<file path="config.mk">
export PLATFORM = sky130hd
export DESIGN_NAME = store_buffer
export DESIGN_NICKNAME = d
export VERILOG_FILES = /design/src/rtl/sb_pkg.sv /design/src/rtl/sb_entry_array.sv /design/src/rtl/sb_fwd_search.sv /design/src/rtl/sb_ctrl.sv /design/src/rtl/store_buffer.sv
export SDC_FILE = /design/constraint.sdc
export NUM_CORES = 2
export LEC_CHECK = 0
export BUFFER_PORTS_ARGS = -buffer_cell sky130_fd_sc_hd__buf_2
export CAP_MARGIN = 10
export CORE_MARGIN = 2
export CORE_UTILIZATION = 55
export CTS_BUF_LIST = sky130_fd_sc_hd__clkbuf_2 sky130_fd_sc_hd__clkbuf_4 sky130_fd_sc_hd__clkbuf_8
export CTS_CLUSTER_DIAMETER = 30
export CTS_CLUSTER_SIZE = 10
export DETAILED_ROUTE_END_ITERATION = 6
export HOLD_SLACK_MARGIN = 0.08
export PLACE_DENSITY = 0.74
export REMOVE_ABC_BUFFERS = 1
export SYNTH_ARGS = -nofsm -noshare
export SYNTH_HDL_FRONTEND = slang
export SYNTH_SLANG_ARGS = --single-unit
</file>
<file path="constraint.sdc">
create_clock -name clk -period 6.2 [get_ports clk]
set_input_delay 0.62 -clock clk [delete_from_list [all_inputs] [get_ports clk]]
set_output_delay 0.62 -clock clk [all_outputs]
set_load 0.05 [all_outputs]
</file>
<file path="src/rtl/sb_pkg.sv">
package sb_pkg;

    typedef enum logic [1:0] {
        SB_EMPTY  = 2'd0,
        SB_OPEN   = 2'd1,
        SB_FENCED = 2'd2
    } sb_state_e;

    localparam logic [1:0] BAR_LOAD  = 2'b01;
    localparam logic [1:0] BAR_STORE = 2'b10;
    localparam logic [1:0] BAR_BOTH  = 2'b11;

    // Bit 1 of the barrier kind selects store ordering.
    function automatic logic bar_orders_stores(input logic [1:0] kind);
        return kind[1];
    endfunction

endpackage

</file>
<file path="src/rtl/sb_entry_array.sv">
module sb_entry_array #(
    parameter int DEPTH   = 8,
    parameter int WADDR_W = 30,
    parameter int DATA_W  = 32,
    parameter int LINE_LG = 4,
    localparam int PTR_W  = $clog2(DEPTH),
    localparam int BE_W   = DATA_W / 8,
    localparam int LINE_W = WADDR_W - LINE_LG
) (
    input  logic                            clk,
    input  logic                            rst_n,
    input  logic                            push,
    input  logic [PTR_W-1:0]                push_idx,
    input  logic [WADDR_W-1:0]              push_addr,
    input  logic [DATA_W-1:0]               push_data,
    input  logic [BE_W-1:0]                 push_be,
    input  logic                            push_owned,
    input  logic                            pop,
    input  logic [PTR_W-1:0]                pop_idx,
    input  logic                            grant_valid,
    input  logic [LINE_W-1:0]               grant_line,
    output logic [DEPTH-1:0]                ent_valid,
    output logic [DEPTH-1:0]                ent_owned,
    output logic [DEPTH-1:0][WADDR_W-1:0]   ent_addr,
    output logic [DEPTH-1:0][DATA_W-1:0]    ent_data,
    output logic [DEPTH-1:0][BE_W-1:0]      ent_be
);

    logic own_on_entry;
    assign own_on_entry = push_owned ||
                          (grant_valid && (push_addr[WADDR_W-1:LINE_LG] == grant_line));

    always_ff @(posedge clk or negedge rst_n) begin
        if (!rst_n) begin
            ent_valid <= '0;
            ent_owned <= '0;
            ent_addr  <= '0;
            ent_data  <= '0;
            ent_be    <= '0;
        end else begin
            for (int i = 0; i < DEPTH; i++) begin
                if (push && (push_idx == PTR_W'(i))) begin
                    ent_valid[i] <= 1'b1;
                    ent_owned[i] <= own_on_entry;
                    ent_addr[i]  <= push_addr;
                    ent_data[i]  <= push_data;
                    ent_be[i]    <= push_be;
                end else begin
                    if (pop && (pop_idx == PTR_W'(i)))
                        ent_valid[i] <= 1'b0;
                    if (grant_valid && ent_valid[i] &&
                        (ent_addr[i][WADDR_W-1:LINE_LG] == grant_line))
                        ent_owned[i] <= 1'b1;
                end
            end
        end
    end

endmodule

</file>
<file path="src/rtl/sb_fwd_search.sv">
module sb_fwd_search #(
    parameter int DEPTH   = 8,
    parameter int WADDR_W = 30,
    parameter int DATA_W  = 32,
    parameter int LINE_LG = 4,
    localparam int PTR_W  = $clog2(DEPTH),
    localparam int BE_W   = DATA_W / 8
) (
    input  logic [DEPTH-1:0]                ent_valid,
    input  logic [DEPTH-1:0][WADDR_W-1:0]   ent_addr,
    input  logic [DEPTH-1:0][DATA_W-1:0]    ent_data,
    input  logic [DEPTH-1:0][BE_W-1:0]      ent_be,
    input  logic [PTR_W-1:0]                head_idx,
    input  logic                            ld_valid,
    input  logic [WADDR_W-1:0]              ld_addr,
    input  logic [BE_W-1:0]                 ld_be,
    input  logic [WADDR_W-1:0]              st_addr,
    output logic                            fwd_hit,
    output logic                            fwd_stall,
    output logic [DATA_W-1:0]               fwd_data,
    output logic                            line_busy
);

    logic [DEPTH-1:0] word_hit;
    logic [DEPTH-1:0] line_hit;

    for (genvar g = 0; g < DEPTH; g++) begin : g_cmp
        assign word_hit[g] = ent_valid[g] && (ent_addr[g] == ld_addr);
        assign line_hit[g] = ent_valid[g] &&
            (ent_addr[g][WADDR_W-1:LINE_LG] == st_addr[WADDR_W-1:LINE_LG]);
    end

    logic             found;
    logic [PTR_W-1:0] youngest;
    logic [PTR_W-1:0] idx;
    logic             covered;

    // Walk from oldest to youngest; the last match seen is the youngest.
    always_comb begin
        found    = 1'b0;
        youngest = '0;
        idx      = '0;
        for (int k = 0; k < DEPTH; k++) begin
            idx = head_idx + PTR_W'(k);
            if (word_hit[idx]) begin
                found    = 1'b1;
                youngest = idx;
            end
        end
    end

    assign covered   = ((ent_be[youngest] & ld_be) == ld_be);
    assign fwd_hit   = ld_valid && found && covered;
    assign fwd_stall = ld_valid && found && !covered;
    assign fwd_data  = ent_data[youngest];
    assign line_busy = |line_hit;

endmodule

</file>
<file path="src/rtl/sb_ctrl.sv">
module sb_ctrl
    import sb_pkg::*;
#(
    parameter int DEPTH  = 8,
    localparam int PTR_W = $clog2(DEPTH),
    localparam int CNT_W = $clog2(DEPTH + 1)
) (
    input  logic             clk,
    input  logic             rst_n,
    input  logic             st_valid,
    input  logic             st_owned,
    input  logic             line_busy,
    input  logic             cw_ready,
    input  logic             bar_valid,
    input  logic [1:0]       bar_kind,
    input  logic             head_ready,
    output logic             direct_take,
    output logic             push,
    output logic             pop,
    output logic             st_stall,
    output logic [PTR_W-1:0] head_idx,
    output logic [PTR_W-1:0] tail_idx,
    output logic [CNT_W-1:0] occ_cnt,
    output logic [CNT_W-1:0] mark_cnt,
    output logic             sb_empty
);

    sb_state_e  state, state_n;
    logic       is_empty, is_fenced;
    logic       bar_st, fence_now, full;
    logic [CNT_W-1:0] cnt_after, mark_after, cnt_next, mark_next;

    // Output decode from the state.
    always_comb begin
        unique case (state)
            SB_EMPTY:  begin is_empty = 1'b1; is_fenced = 1'b0; end
            SB_OPEN:   begin is_empty = 1'b0; is_fenced = 1'b0; end
            SB_FENCED: begin is_empty = 1'b0; is_fenced = 1'b1; end
            default:   begin is_empty = 1'b1; is_fenced = 1'b0; end
        endcase
    end

    assign sb_empty    = is_empty;
    assign bar_st      = bar_valid && bar_orders_stores(bar_kind);
    assign fence_now   = is_fenced || (bar_st && !is_empty);
    assign full        = (occ_cnt == CNT_W'(DEPTH));
    assign direct_take = st_valid && st_owned && !line_busy && !fence_now && cw_ready;
    assign push        = st_valid && !direct_take && !full;
    assign st_stall    = st_valid && !direct_take && full;
    assign pop         = head_ready && cw_ready && !direct_take;

    assign cnt_after  = occ_cnt - CNT_W'(pop);
    assign mark_after = mark_cnt - CNT_W'(pop && (mark_cnt != '0));
    assign cnt_next   = cnt_after + CNT_W'(push);
    // A barrier is older than a store of the same cycle.
    assign mark_next  = bar_st ? cnt_after : mark_after;

    // Next-state process.
    always_comb begin
        state_n = state;
        unique case (state)
            SB_EMPTY:  state_n = push ? SB_OPEN : SB_EMPTY;
            SB_OPEN: begin
                if (cnt_next == '0)        state_n = SB_EMPTY;
                else if (mark_next != '0)  state_n = SB_FENCED;
                else                       state_n = SB_OPEN;
            end
            SB_FENCED: begin
                if (cnt_next == '0)        state_n = SB_EMPTY;
                else if (mark_next == '0)  state_n = SB_OPEN;
                else                       state_n = SB_FENCED;
            end
            default:                       state_n = SB_EMPTY;
        endcase
    end

    // State register.
    always_ff @(posedge clk or negedge rst_n) begin
        if (!rst_n) state <= SB_EMPTY;
        else        state <= state_n;
    end

    always_ff @(posedge clk or negedge rst_n) begin
        if (!rst_n) begin
            head_idx <= '0;
            tail_idx <= '0;
            occ_cnt  <= '0;
            mark_cnt <= '0;
        end else begin
            head_idx <= head_idx + PTR_W'(pop);
            tail_idx <= tail_idx + PTR_W'(push);
            occ_cnt  <= cnt_next;
            mark_cnt <= mark_next;
        end
    end

endmodule

</file>
<file path="src/rtl/store_buffer.sv">
module store_buffer #(
    parameter int DEPTH   = 8,
    parameter int WADDR_W = 30,
    parameter int DATA_W  = 32,
    parameter int LINE_LG = 4
) (
    input  logic                         clk,
    input  logic                         rst_n,
    input  logic                         st_valid,
    input  logic [WADDR_W-1:0]           st_addr,
    input  logic [DATA_W-1:0]            st_data,
    input  logic [DATA_W/8-1:0]          st_be,
    input  logic                         st_owned,
    output logic                         st_stall,
    input  logic                         ld_valid,
    input  logic [WADDR_W-1:0]           ld_addr,
    input  logic [DATA_W/8-1:0]          ld_be,
    output logic                         ld_fwd_hit,
    output logic [DATA_W-1:0]            ld_fwd_data,
    output logic                         ld_stall,
    input  logic                         bar_valid,
    input  logic [1:0]                   bar_kind,
    output logic                         rinv_valid,
    output logic [WADDR_W-LINE_LG-1:0]   rinv_line,
    input  logic                         own_valid,
    input  logic [WADDR_W-LINE_LG-1:0]   own_line,
    output logic                         cw_valid,
    output logic [WADDR_W-1:0]           cw_addr,
    output logic [DATA_W-1:0]            cw_data,
    output logic [DATA_W/8-1:0]          cw_be,
    input  logic                         cw_ready,
    output logic                         sb_empty
);

    localparam int PTR_W = $clog2(DEPTH);
    localparam int CNT_W = $clog2(DEPTH + 1);
    localparam int BE_W  = DATA_W / 8;

    logic [DEPTH-1:0]              ent_valid, ent_owned;
    logic [DEPTH-1:0][WADDR_W-1:0] ent_addr;
    logic [DEPTH-1:0][DATA_W-1:0]  ent_data;
    logic [DEPTH-1:0][BE_W-1:0]    ent_be;

    logic             direct_take, push, pop, line_busy, head_ready;
    logic [PTR_W-1:0] head_idx, tail_idx;
    logic [CNT_W-1:0] occ_cnt, mark_cnt;

    assign head_ready = ent_valid[head_idx] && ent_owned[head_idx];

    sb_ctrl #(.DEPTH(DEPTH)) u_ctrl (
        .clk         (clk),
        .rst_n       (rst_n),
        .st_valid    (st_valid),
        .st_owned    (st_owned),
        .line_busy   (line_busy),
        .cw_ready    (cw_ready),
        .bar_valid   (bar_valid),
        .bar_kind    (bar_kind),
        .head_ready  (head_ready),
        .direct_take (direct_take),
        .push        (push),
        .pop         (pop),
        .st_stall    (st_stall),
        .head_idx    (head_idx),
        .tail_idx    (tail_idx),
        .occ_cnt     (occ_cnt),
        .mark_cnt    (mark_cnt),
        .sb_empty    (sb_empty)
    );

    sb_entry_array #(
        .DEPTH(DEPTH), .WADDR_W(WADDR_W), .DATA_W(DATA_W), .LINE_LG(LINE_LG)
    ) u_array (
        .clk         (clk),
        .rst_n       (rst_n),
        .push        (push),
        .push_idx    (tail_idx),
        .push_addr   (st_addr),
        .push_data   (st_data),
        .push_be     (st_be),
        .push_owned  (st_owned),
        .pop         (pop),
        .pop_idx     (head_idx),
        .grant_valid (own_valid),
        .grant_line  (own_line),
        .ent_valid   (ent_valid),
        .ent_owned   (ent_owned),
        .ent_addr    (ent_addr),
        .ent_data    (ent_data),
        .ent_be      (ent_be)
    );

    sb_fwd_search #(
        .DEPTH(DEPTH), .WADDR_W(WADDR_W), .DATA_W(DATA_W), .LINE_LG(LINE_LG)
    ) u_search (
        .ent_valid (ent_valid),
        .ent_addr  (ent_addr),
        .ent_data  (ent_data),
        .ent_be    (ent_be),
        .head_idx  (head_idx),
        .ld_valid  (ld_valid),
        .ld_addr   (ld_addr),
        .ld_be     (ld_be),
        .st_addr   (st_addr),
        .fwd_hit   (ld_fwd_hit),
        .fwd_stall (ld_stall),
        .fwd_data  (ld_fwd_data),
        .line_busy (line_busy)
    );

    assign cw_valid   = direct_take || head_ready;
    assign cw_addr    = direct_take ? st_addr : ent_addr[head_idx];
    assign cw_data    = direct_take ? st_data : ent_data[head_idx];
    assign cw_be      = direct_take ? st_be   : ent_be[head_idx];
    assign rinv_valid = push && !st_owned;
    assign rinv_line  = st_addr[WADDR_W-1:LINE_LG];

endmodule

</file>
# Word level (Yosys, flattened, before mapping)
# Index checks and enable logic that the tools add are counted.
[word_totals]
reg_bits = 560
input_bits = 136
elab_cells = 300
[classes]
n_addsub = 12
order_cmp = 9
n_eq_ne = 43
muxes = 90
bitwise = 1
n_reduce_logical = 100
[op_table]
columns = ["op", "count"]
rows = [
  ["$eq 26x26->1", 17],
  ["$eq 30x30->1", 8],
  ["$bmux 32 s3", 2],
  ["$mux 32", 3],
  ["$bmux 30 s3", 1],
  ["$logic_and 1x1->1", 66],
  ["$mux 30", 2],
  ["$mux 1", 53],
  ["$lt 3x4->1 const B", 9],
  ["$reduce_bool 2->1", 16],
  ["$bmux 1 s3", 10],
  ["$bmux 4 s3", 2],
  ["$eq 3x3->1 const B", 8],
  ["$mux 3", 8],
  ["$mux 4", 4],
  ["$add 3x3->3 const B", 4],
  ["$eq 3x2->1 const B", 4],
  ["$logic_not 4->1", 2],
  ["$mux 2", 4],
  ["$reduce_bool 4->1", 2],
  ["$reduce_or 8->1", 1],
  ["$sub 4x1->4", 2],
  ["$add 3x1->3", 2],
  ["$add 3x2->3 const B", 2],
  ["14 further kinds", 23],
]

# Logic depth before layout (Yosys ltp)
[depth]
word_depth = 18
ltp_mapped = 21

# By module
# Synthesis repeated with hierarchy kept, for this count alone.
[hier_totals]
hier_cells = 3907
hier_area_um2 = 39384.0
[by_module_without_submodules]
columns = ["module", "n_inst", "cells_per_inst", "area_each_um2", "seq_area_each_um2"]
rows = [
  ["sb_entry_array", 1, 2117, 23197.2, 13613.1],
  ["sb_fwd_search", 1, 1354, 10724.0, 0.0],
  ["store_buffer", 1, 362, 4594.4, 0.0],
  ["sb_ctrl", 1, 74, 868.3, 400.4],
]

# Worst setup path before layout
# No wires, ideal clock.
[synth_timing]
path_kind = "reg2out"
start = "register u_ctrl.head_idx[1]"
end = "output port ld_stall"
arrival_ns = 5.440
slack_ns = 0.140
stages_incl_launch_ff = 18
path_buffers = 5
cell_sequence = "dfrtp_1 -> clkbuf_1 -> inv_1 -> clkbuf_1 -> clkbuf_1 -> clkbuf_1 -> ha_1 -> clkinv_1 -> clkbuf_1 -> mux4_2 -> o221ai_1 -> a32oi_1 -> o21ba_1 -> or2_1 -> mux2_2 -> o211a_1 -> o311a_1 -> a31oi_1"
[synth_between]
elab_chain_len = 16
elab_cells_between_ends = 46
classes_between = "add/sub (7); eq/ne (1); mux (34); bitwise (1); reduce/logical (3)"
[synth_rtl]
columns = ["element", "line_no", "source"]
rows = [
  ["from (decl)", "sb_ctrl.sv:21", "output logic [PTR_W-1:0] head_idx,"],
  ["from (signal assigned)", "sb_ctrl.sv:90", "head_idx <= head_idx + PTR_W'(pop);"],
  ["$add 3x1->3 / $bmux 1 s3 (equally long branches)", "sb_fwd_search.sv:44, sb_fwd_search.sv:45", ""],
  ["$bmux 1 s3 / $mux 1 (equally long branches)", "sb_fwd_search.sv:45", "if (word_hit[idx]) begin"],
  ["$mux 1 (not written as such) / $mux 3 (equally long branches)", "sb_fwd_search.sv:45", ""],
  ["$mux 3 (7 in series)", "sb_fwd_search.sv:45", ""],
  ["$bmux 4 s3", "sb_fwd_search.sv:52", "assign covered = ((ent_be[youngest] & ld_be) == ld_be);"],
  ["$mux 4 (not written as such)", "sb_fwd_search.sv:52", ""],
  ["$and 4x4->4", "sb_fwd_search.sv:52", ""],
  ["$eq 4x4->1", "sb_fwd_search.sv:52", ""],
  ["$logic_not 1->1", "sb_fwd_search.sv:54", "assign fwd_stall = ld_valid && found && !covered;"],
  ["$logic_and 1x1->1 (*)", "sb_fwd_search.sv:54", ""],
  ["to (decl)", "store_buffer.sv:20", "output logic ld_stall,"],
]
# Mark *: on every way between the ends. The rest lies on a longest branch, timed or not. The select of a mux whose other input is x is not followed.

# Worst setup path after layout
[layout_timing]
start = "register u_array.ent_addr[144] (netlist name)"
end = "output port ld_fwd_data[28]"
[layout_between]
elab_chain_len = 14
elab_cells_between_ends = 28
classes_between = "eq/ne (1); mux (26); reduce/logical (1)"
[layout_rtl]
columns = ["element", "line_no", "source"]
rows = [
  ["from (decl)", "sb_entry_array.sv:24", "output logic [DEPTH-1:0][WADDR_W-1:0] ent_addr,"],
  ["from (signal, indexed assignment)", "sb_entry_array.sv:45", "ent_addr[i] <= push_addr;"],
  ["$eq 30x30->1 (*)", "sb_fwd_search.sv:28", "assign word_hit[g] = ent_valid[g] && (ent_addr[g] == ld_addr);"],
  ["$logic_and 1x1->1 (*)", "sb_fwd_search.sv:28", ""],
  ["$bmux 1 s3", "sb_fwd_search.sv:45", ""],
  ["$mux 1 (not written as such)", "sb_fwd_search.sv:45", ""],
  ["$mux 3 (7 in series)", "sb_fwd_search.sv:45", ""],
  ["$mux 3 (*)", "sb_fwd_search.sv:45", ""],
  ["$bmux 32 s3 (*)", "sb_fwd_search.sv:55", "assign fwd_data = ent_data[youngest];"],
  ["$mux 32 (not written as such) (*)", "sb_fwd_search.sv:55", ""],
  ["to (decl)", "store_buffer.sv:19", "output logic [DATA_W-1:0] ld_fwd_data,"],
]
# Marks and branches as above.

==> flow_summary.yaml <==
timing:
  tightest_slew_ps: 1310
  relSlewSlack_pct: 12.0
  maxSlewViolCount: 0
  final_hold_viol_count: 0
  worst_clock_skew_ps: 58.4
  fmax_mhz: 162
  finalSetupTns_ps: 0
  fin_crit_ps: 6160
  post-route-period-util_pct: 99.3
  setup_viol: 0
  holdWs_ps: 129
cts:
  clk_latency_ps: 840
  htree_levels: 4
  clockBufferDepth: 3
  root_buffer: "clkbuf_8"
  clkSinkCount: 560
  cts_tree: "done"
  cts.clk_slew.worst_paths_ps: 50
  numCtsBuffers: 132
global_routing:
  grt_max_degree: 143
  grt_usage_pct: 46.8
  grt-ovfl-total: 0
  antenna_found_initial: 11
  grt_pass1_vias: 32300
  grt_pass1_wl_microns: 241000
logic_synthesis:
  synth_warnings: 0
  yosys-top-cells-area: "dfrtp_1 36%, mux2_2 16%, xnor2_1 11%, mux4_2 8.7%, mux2i_1 5.3%"
  ys.flop_type: "dfrtp_1"
  synth_top_family_by_area: "multiplexers"
  ys_ff_latch: 560
  synth_edf_count: 0
  synthAdderAreaFrac_pct: 0.711
  syn_area_sq_mm: 0.0387
  synth_compound_area_share_pct: 4.40
  synthMuxAreaShare_pct: 30.2
  synth-async-reset-ratio_pct: 100
  synth.avg_cell_area_sq_um: 11.3
  synth_most_common_cell: "dfrtp_1"
  syn_inst: 3439
  synth_top_area_share_pct: 36.2
  yosys.area.top_type: "dfrtp_1"
  ys_top_cells_by_count: "560 x dfrtp_1, 549 x mux2_2, 478 x xnor2_1"
  synth-xor-area-share_pct: 15.7
  yosys.area_share.simple_pct: 8.94
  yosysSeqAreaShare_pct: 36.2
  synthDistinctLibCells: 83
min_path:
  holdCritPathClass: "in -> reg"
  hold_path_end: "u_array.ent_be[7]"
  worstHoldStart: "st_be[3]"
  hold_depth: 3
floorplanning:
  rows: 97
  dieHeight_microns: 269
  coreArea_sq_mm: 0.0699
  die_w_microns: 269
  ios: 266
  die_area_sq_mm: 0.0725
  initial_core_util_pct: 55.4
critical_path:
  worstPathRequired_ps: 5580
  r2r_slack_ps: 650
  endpoint_kind: "output pin"
  arrival_ps: 5540
  criticalPathCategory: "reg -> out"
  startpoint_type: "flip-flop"
  cp_max_fo: 18
  rr_startpoint: "u_array.ent_addr[37]"
  worst-r2r-cell-count: 14
  rr_endpoint: "u_array.ent_addr[219]"
routing:
  first_pass_iters: 6
  vias: 32500
  vias_per_cell: 6.75
  wl_per_cell_microns: 35.5
  wl_microns: 171000
  post-route-drc-count: 0
  drt-initial-drc-count: 4191
  antenna_left: 0
place:
  hpwl_microns: 124000
  gp_congestion: 1.15
  port_buffers: 264
final_layout:
  syn_to_final_growth_pct: 17.9
  fin_nets: 3923
  layout-drive-gt1-share_pct: 39.5
flow_run:
  maxCapViolCount: 0
outcome:
  status: "completed"
## cell usage in the layout, fill, tap and decap left out, drive strengths merged, types with 5 or more instances in the layout
master | Yosys | layout
dfrtp | 560 | 560
mux2 | 557 | 557
buf | 103 | 494
xnor2 | 479 | 479
xor2 | 215 | 215
mux2i | 204 | 204
nand2 | 187 | 187
clkbuf | 202 | 166
o21ai | 162 | 162
nand4 | 160 | 160
mux4 | 149 | 149
nor4 | 97 | 97
nand3 | 69 | 69
inv | 33 | 50
nor2 | 34 | 34
nor3 | 32 | 32
clkinv | 1 | 32
ha | 22 | 22
bufinv | 0 | 15
a21oi | 15 | 15
clkinvlp | 0 | 14
o211ai | 12 | 12
and2 | 11 | 11
a21o | 9 | 9
nand2b | 8 | 8
a41oi | 7 | 7
diode | 0 | 6
or4 | 6 | 6
and4 | 6 | 6
nor2b | 5 | 5
o22ai | 5 | 5
a31oi | 5 | 5
o2111ai | 5 | 5
a211oi | 5 | 5
nor4b | 5 | 5
## cell type report
| cell class | instances | area, sq um |
|---|---|---|
| Inverter | 34 | 154 |
| Clock inverter | 76 | 952 |
| Timing Repair Buffer | 496 | 3410 |
| Tap cell | 940 | 1180 |
| Clock buffer | 165 | 2170 |
| Multi-Input combinational cell | 2540 | 23700 |
| Fill cell | 5533 | 24300 |
| Antenna cell | 6 | 15.0 |
| Timing Repair inverter | 1 | 8.76 |
| Sequential cell | 560 | 14000 |
## state kept, by name, summed over array words and instances (netlist names)
register,count
u_array.ent_addr,240
u_array.ent_be,32
u_array.ent_data,256
u_array.ent_owned,8
u_array.ent_valid,8
u_ctrl.head_idx,3
u_ctrl.mark_cnt,4
u_ctrl.occ_cnt,4
u_ctrl.state,2
u_ctrl.tail_idx,3
## worst max path at each step
stage / slack, ps / start / endpoint / depth (start not counted)
6_report: 40 / u_array.ent_addr[144] / ld_fwd_data[28] / 17
3_3_place_gp: 400 / ld_addr[16] / ld_fwd_data[28] / 19
5_1_grt: -40 / u_array.ent_addr[144] / ld_fwd_data[12] / 17
3_5_place_dp: 420 / ld_addr[16] / ld_fwd_hit / 17
2_1_floorplan: -11020 / u_ctrl.head_idx[0] / ld_stall / 13
4_1_cts: 5 / u_array.ent_addr[204] / ld_stall / 15
## worst max-delay path: stages, from the launching register on
cell       delay (ps)
dfrtp_1           530
xnor2_4           310
nand4_1           120
or4_1             670
or2_1             320
mux4_2            510
mux2_4            300
nor2_4            130
a2111oi_4          80
a2111oi_4         340
buf_12            230
buf_4             270
buf_4             180
mux2i_1            80
mux2i_1           130
nand2_1            70
o21ai_1           110
buf_2             290
## layer usage
metal / global-route usage, % / share of wire (%) / routed length, microns / up-vias
li1: - / - / - / 13200
met1: 59.5 / 38 / 64500 / 16400
met2: 67.2 / 42 / 71800 / 2304
met3: 17.1 / 13 / 21400 / 624
met4: 30.4 / 7.8 / 13400 / 8
met5: 0 / 0.020 / 34 / -
## metrics by stage
step           util, %  cells  setup slack [ps]  cell area [sq um]
6_report          65.3   4818              44.1              45600
4_1_cts           64.5   4810              5.43              45100
3_3_place_gp      60.0   4568               400              42000
2_1_floorplan        -   3134            -11020              37300
3_5_place_dp      60.0   4568               420              42000
5_1_grt           65.3   4814             -44.4              45600
## cell families (layout without fill, tap and decap cells)
kind of cell               after synthesis  after routing
xor gates and xnor gates               694            694
buffers and inverters                  339            772
DFF                                    560            560
adders and majority gates               22             22
other                                    0              6
muxes                                  910            910
AOI/OAI and AO/OA                      272            272
and+or+nand+nor                        642            642
## timing repair
item,CTS,global route
setup endpoints to repair,1,34
gates cloned,0,1
endpoints found under the hold margin,75,0
buffers inserted,0,1
hold buffers,1,0
pin swaps,0,7
gates resized for setup,2,73
Power is left out: the tool's default activity adds up to more than one toggle a clock period on the data nets, which glitch-free logic cannot reach.
